`src/rtl/ctl_dec_pkg.sv`:
```
package ctl_dec_pkg;

  localparam int OP_W = 6;
  localparam int FN_W = 6;
  localparam int AC_W = 4;

  localparam logic [OP_W-1:0] OPC_REG   = 6'h00;
  localparam logic [OP_W-1:0] OPC_LOAD  = 6'h23;
  localparam logic [OP_W-1:0] OPC_STORE = 6'h2B;
  localparam logic [OP_W-1:0] OPC_BEQ   = 6'h04;

  localparam logic [FN_W-1:0] FN_ADD = 6'h20;
  localparam logic [FN_W-1:0] FN_SUB = 6'h22;
  localparam logic [FN_W-1:0] FN_AND = 6'h24;
  localparam logic [FN_W-1:0] FN_OR  = 6'h25;
  localparam logic [FN_W-1:0] FN_SLT = 6'h2A;

  localparam logic [AC_W-1:0] ALU_AND = 4'b0000;
  localparam logic [AC_W-1:0] ALU_OR  = 4'b0001;
  localparam logic [AC_W-1:0] ALU_ADD = 4'b0010;
  localparam logic [AC_W-1:0] ALU_SUB = 4'b0110;
  localparam logic [AC_W-1:0] ALU_SLT = 4'b0111;

  typedef enum logic [1:0] {
    CLS_MEM = 2'b00,
    CLS_BR  = 2'b01,
    CLS_REG = 2'b10
  } op_class_e;

  typedef struct packed {
    logic      reg_dst;
    logic      alu_src;
    logic      mem_to_reg;
    logic      reg_wr;
    logic      mem_rd;
    logic      mem_wr;
    logic      branch;
    op_class_e cls;
  } main_ctl_t;

endpackage

```
`src/rtl/ctl_main_level.sv`:
```
module ctl_main_level
  import ctl_dec_pkg::*;
(
  input  logic [OP_W-1:0] opcode,
  output main_ctl_t       ctl
);

  always_comb begin
    ctl = '{default: '0, cls: CLS_MEM};
    unique case (opcode)
      OPC_REG: begin
        ctl.reg_dst = 1'b1;
        ctl.reg_wr  = 1'b1;
        ctl.cls     = CLS_REG;
      end
      OPC_LOAD: begin
        ctl.alu_src    = 1'b1;
        ctl.mem_rd     = 1'b1;
        ctl.mem_to_reg = 1'b1;
        ctl.reg_wr     = 1'b1;
      end
      OPC_STORE: begin
        ctl.alu_src = 1'b1;
        ctl.mem_wr  = 1'b1;
      end
      OPC_BEQ: begin
        ctl.branch = 1'b1;
        ctl.cls    = CLS_BR;
      end
      default: ;
    endcase
  end

endmodule

```
`src/rtl/ctl_alu_level.sv`:
```
module ctl_alu_level
  import ctl_dec_pkg::*;
(
  input  op_class_e       cls,
  input  logic [FN_W-1:0] funct,
  output logic [AC_W-1:0] alu_ctl
);

  logic [AC_W-1:0] reg_code;

  always_comb begin
    case (funct)
      FN_AND:  reg_code = ALU_AND;
      FN_OR:   reg_code = ALU_OR;
      FN_ADD:  reg_code = ALU_ADD;
      FN_SUB:  reg_code = ALU_SUB;
      FN_SLT:  reg_code = ALU_SLT;
      default: reg_code = ALU_ADD;
    endcase
  end

  always_comb begin
    case (cls)
      CLS_BR:  alu_ctl = ALU_SUB;
      CLS_REG: alu_ctl = reg_code;
      default: alu_ctl = ALU_ADD;
    endcase
  end

endmodule

```
`src/rtl/instr_ctrl_decoder.sv`:
```
module instr_ctrl_decoder
  import ctl_dec_pkg::*;
(
  input  logic            clk,
  input  logic            rst,
  input  logic [OP_W-1:0] opcode,
  input  logic [FN_W-1:0] funct,
  input  logic            zero,
  output logic            reg_dst,
  output logic            alu_src,
  output logic            mem_to_reg,
  output logic            reg_wr,
  output logic            mem_rd,
  output logic            mem_wr,
  output logic            branch,
  output logic            pc_sel,
  output logic [AC_W-1:0] alu_ctl
);

  main_ctl_t       lvl1;
  logic [AC_W-1:0] lvl2_code;

  ctl_main_level u_main (
    .opcode (opcode),
    .ctl    (lvl1)
  );

  ctl_alu_level u_alu (
    .cls     (lvl1.cls),
    .funct   (funct),
    .alu_ctl (lvl2_code)
  );

  always_ff @(posedge clk) begin
    if (rst) begin
      reg_dst    <= 1'b0;
      alu_src    <= 1'b0;
      mem_to_reg <= 1'b0;
      reg_wr     <= 1'b0;
      mem_rd     <= 1'b0;
      mem_wr     <= 1'b0;
      branch     <= 1'b0;
      pc_sel     <= 1'b0;
      alu_ctl    <= '0;
    end else begin
      reg_dst    <= lvl1.reg_dst;
      alu_src    <= lvl1.alu_src;
      mem_to_reg <= lvl1.mem_to_reg;
      reg_wr     <= lvl1.reg_wr;
      mem_rd     <= lvl1.mem_rd;
      mem_wr     <= lvl1.mem_wr;
      branch     <= lvl1.branch;
      pc_sel     <= lvl1.branch & zero;
      alu_ctl    <= lvl2_code;
    end
  end

endmodule

```
`config.mk`:
```
export PLATFORM = sky130hd
export DESIGN_NAME = instr_ctrl_decoder
export DESIGN_NICKNAME = d
export VERILOG_FILES = /design/src/rtl/ctl_dec_pkg.sv /design/src/rtl/ctl_main_level.sv /design/src/rtl/ctl_alu_level.sv /design/src/rtl/instr_ctrl_decoder.sv
export SDC_FILE = /design/constraint.sdc
export NUM_CORES = 1
export LEC_CHECK = 0
export BUFFER_PORTS_ARGS = -buffer_cell sky130_fd_sc_hd__buf_2
export CAP_MARGIN = 15
export CORE_AREA = 2 2 39 41
export DETAILED_ROUTE_END_ITERATION = 12
export DIE_AREA = 0 0 41 43
export PLACE_DENSITY_LB_ADDON = 0.08
export REMOVE_ABC_BUFFERS = 1
export SLEW_MARGIN = 10
export SYNTH_ARGS = -nofsm -noshare
export SYNTH_HDL_FRONTEND = slang
export SYNTH_HIERARCHICAL = 1
export SYNTH_SLANG_ARGS = --single-unit
```
`constraint.sdc`:
```
create_clock -name clk -period 5.8 [get_ports clk]
set_input_delay 0.58 -clock clk [delete_from_list [all_inputs] [get_ports clk]]
set_output_delay 0.58 -clock clk [all_outputs]
set_load 0.05 [all_outputs]
```
## After elaboration in Yosys (flattened, before gate mapping)

Index checks and enable logic that the tools add are counted.

| word-level totals | value |
|---|---|
| register bits after elaboration | 11 |
| output and inout port bits | 12 |

| cells by class | value |
|---|---|
| equal/unequal tests | 9 |
| muxes and demuxes | 9 |
| bitwise operators | 1 |
| reductions and logical operators | 3 |

Operators by type and width:

| operator | count |
|---|---|
| $eq A6 B6 Y1 const B | 6 |
| $pmux W3 S4 | 1 |
| $eq A6 B3 Y1 const B | 1 |
| $logic_not A6 Y1 | 1 |
| $mux W1 | 6 |
| $pmux W3 S2 | 1 |
| $pmux W2 S2 | 1 |
| $reduce_or A2 Y1 | 2 |
| $eq A2 B1 Y1 const B | 1 |
| $eq A2 B2 Y1 const B | 1 |
| $and A1 B1 Y1 | 1 |

## Longest topological paths before layout

| depth | value |
|---|---|
| word-level depth | 4 |
| mapped depth | 7 |
| gate-level depth less buffers | 7 |

## Hierarchy

Netlist, hierarchy kept.

Modules (own cells, without submodules):

| module | instances | cells an instance | area an instance (µm²) | seq. area each (µm²) |
|---|---|---|---|---|
| instr_ctrl_decoder | 1 | 25 | 367.9 | 240.2 |
| ctl_alu_level | 1 | 17 | 137.6 | 0.0 |
| ctl_main_level | 1 | 13 | 97.6 | 0.0 |

## Worst setup path after synthesis

Ideal clock, no wire load.

| timing path | value |
|---|---|
| path type | input to register |
| start point | input opcode[4] |
| end point | register alu_ctl[1] |
| setup time | 0.116 ns |
| arrival | 2.137 ns |
| data required time | 5.684 ns |
| slack | 3.548 ns |
| stages on the path | 7 |
| cells stage by stage | or4_4 -> nor3b_1 -> inv_1 -> ha_1 -> a41oi_1 -> nand3b_1 -> and2b_2 |

RTL lines:

| what | line | text |
|---|---|---|
| from (decl) | instr_ctrl_decoder.sv:6 | `input logic [OP_W-1:0] opcode,` |
| to (signal assigned) | instr_ctrl_decoder.sv:54 | `alu_ctl <= lvl2_code;` |
| to (decl) | instr_ctrl_decoder.sv:17 | `output logic [AC_W-1:0] alu_ctl` |

==> metrics.md <==
| Metric | Value |
|---|---|
| Largest family of logic cells by synthesized area | simple AND/OR/NAND/NOR gates |
| Most frequent cells in the layout | buf_2, dfxtp_1, nor2b_2 |
| First-pass GRT wire length | 1530 µm |
| CTS max path bufs | 2 |
| Hold Crit Start | zero |
| GR Util All Layers | 0.128 |
| Met2 GRT Util | 0.194 |
| DRC | 0 |
| Initial antenna violation count | 0 |
| P_int | 116 µW |
| Buf/Inv on CP | 2 |
| Combinational Power Share | 0.136 |
| Total grt overflow | 0 |
| Total Power | 155 µW |
| Flop pwr share | 0.541 |
| PostCTS Resize Cnt | 0 |
| Power per Cell Area | 208 nW/µm² |
| Starting density of the core | 0.436 |
| CP max stage cell | or4_4 |
| Initial DRC Count | 6 |
| MaxCap Viol Count | 0 |
| Largest net degree at the start of global routing | 13 |
| Top cells by area, synth | dfxtp_1, nor2b_2, nor2b_4 |
| Crit Path Class | in -> reg |
| Post-Syn Instances | 55 |
| Status | finished clean |
| Crit path largest cell delay | around 540 ps |
| Postcts setup bufs | 0 |
| Nets | 99 |
| FILL cells | between 100 and 150 |
| Rows | 14 |
| Non-filler cells, final | 96 |
| Vias in the first global route | 414 |
| Root Driver | clkbuf_4 |
| GR peak layer | met2 |
| Area Growth Syn to Fin | 23.0% |
| Met1 Track Usage GR | 0.150 |
| Worst setup EP type | flop |
| First-pass iteration count of the detailed router | 2 |
| Vias | 457 |
| XOR/XNOR share of the synthesized area | 0 |
| DP HPWL | between 700 and 800 µm |
| Mux cell area share after synthesis | 0 |
| Die Y | 43 µm |
| Post-route cell area | ~740 µm² |
| Crit-path max FO | 3 |
| Biggest register | alu_ctl |
| Routability cong. | 0.661 |
| Max frequency | roughly 0.45 GHz |
| Max reg flops | 4 |
| Net Sw Frac | 0.252 |
| Share of the synthesized area in the top cell type | 0.398 |
| Worst setup path startpoint | opcode[4] |
| Num CTS Buffers | 3 |
| IO Pins | 27 |
| Placed cell areas | 719 µm² |
| Final setup vio count | 0 |
| Family with the most delay on the worst path | simple AND/OR/NAND/NOR gates |
| Hold Vio Cnt, Final | 0 |
| Fin worst setup slack | 3590 ps |
| Hold_buf cts | 0 |
| Synth Area in Compound Gates | 0.0622 |
| Inst Count DP | 93 |
| Post-synth EDFFs | 0 |
| Worst slack, placed | 3280 ps |
| Die area | 1760 µm² |
| Post-synth cell types | 26 |
| Wire per inst | 10.2 µm |
| Synth Area in Simple Gates | 0.411 |
| Peak supply drop | 0.0980 mV |
| CTS sink count | 12 |
| Syn Area/Cell | approximately 11 µm² |
| Commonest non-fill, non-tap cell in the layout | buf_2 |
| H-tree depth | 1 |
| Number of port buffers | 26 |
| Drt total wl | 976 µm |
| CP arrival | 2370 ps |
| Vias/cell | 4.76 |
| CTS tree | built |
| Register area share after synthesis | 0.398 |
| Final period util | 0.381 |
| Flops & latches, synth | 12 |
| Adder-cell share of the synthesized area | 0.0415 |
| Post-DRT Antenna Nets | 0 |
| Lkg Pwr | around 0.33 nW |
| Yosys warns | 6 |
| Switching power | 39.0 µW |
| Setup_tns | 0 ps |
| Clock network fraction of total power | 0.323 |
| RSZ-0062 raised after global routing | false |
| Final min period | approximately 2200 ps |
| GR Util met3 | 0.0524 |
| Area leader, netlist | dfxtp_1 |
| N_diodes | 0 |
| CTS clk-pin slew, worst paths | 70 ps |
| Die width | 41 µm |
| Top FF cell, synth | dfxtp_1 |
| Mapped cell area | 603 µm² |
| Layout cells sized above 1 | 0.563 |
| Synth async-reset ratio | 0 |
| Hold crit path type | in -> reg |
| Worst setup SP type | input pin |
| Worst endpoint required time | a little under 6000 ps |
| CP cell instances | buf_2 > or4_4 > nor3b_1 > inv_1 > ha_1 > a41oi_1 > nand3b_1 > and2b_2 |
| CORE AREA | 1380 µm² |
| Final slew viol count | 0 |
[cells in the mapped netlist, types with 2 or more instances]
master / n
nor2b_2: 8
nor3b_1: 3
dfxtp_1: 12
nor3_1: 2
ha_1: 2
buf_4: 3
nor2b_4: 2
inv_1: 4
nor2_1: 2
[area by class of cell]
class | instances | area [µm²] | share of cell area
clock buffer | 3 | 22.5 | 0.0304
inverter | 4 | 15.0 | 0.0202
multi-input combinational | 35 | 314 | 0.423
sequential | 12 | 240 | 0.324
tap | 16 | 20.0 | 0.0270
timing repair buffer | 26 | 130 | 0.175
[through the flow]
stage	hold slack [ps]	util
2_1_floorplan	644	-
3_3_place_gp	845	0.520
3_5_place_dp	848	0.520
4_1_cts	571	0.536
5_1_grt	591	0.536
6_report	577	0.536
[logic make-up after synthesis]
| group | count (synthesis) |
|---|---|
| flops | 12 |
| buf+inv | 8 |
| simple gates | 28 |
| other cells | 1 |
| fa+ha+maj | 2 |
| compound gates | 4 |
[power by group through the flow]
stage	Sequential (mW)	Combinational, mW	Clock, mW
global placement	0.0856	0.0209	0
detailed placement	0.0856	0.0211	0
CTS	0.0837	0.0211	0.0521
finish	0.0837	0.0210	0.0500
global route	0.0838	0.0226	0.0564
floorplan	0.0899	0.00584	0
[layer usage]
| layer | vias to the layer above | share of wire |
|---|---|---|
| met5 | - | 0 |
| met4 | 0 | 0.0041 |
| met3 | 2 | 0.047 |
| met2 | 10 | 0.50 |
| met1 | 209 | 0.45 |
| li1 | 236 | - |
[path summary, 6_finish.rpt]
check	cells past startpoint	to	slack, ps
setup / recovery	8	alu_ctl[1]	3590
hold / removal	2	pc_sel	580
(Power assumes the default switching activity.)
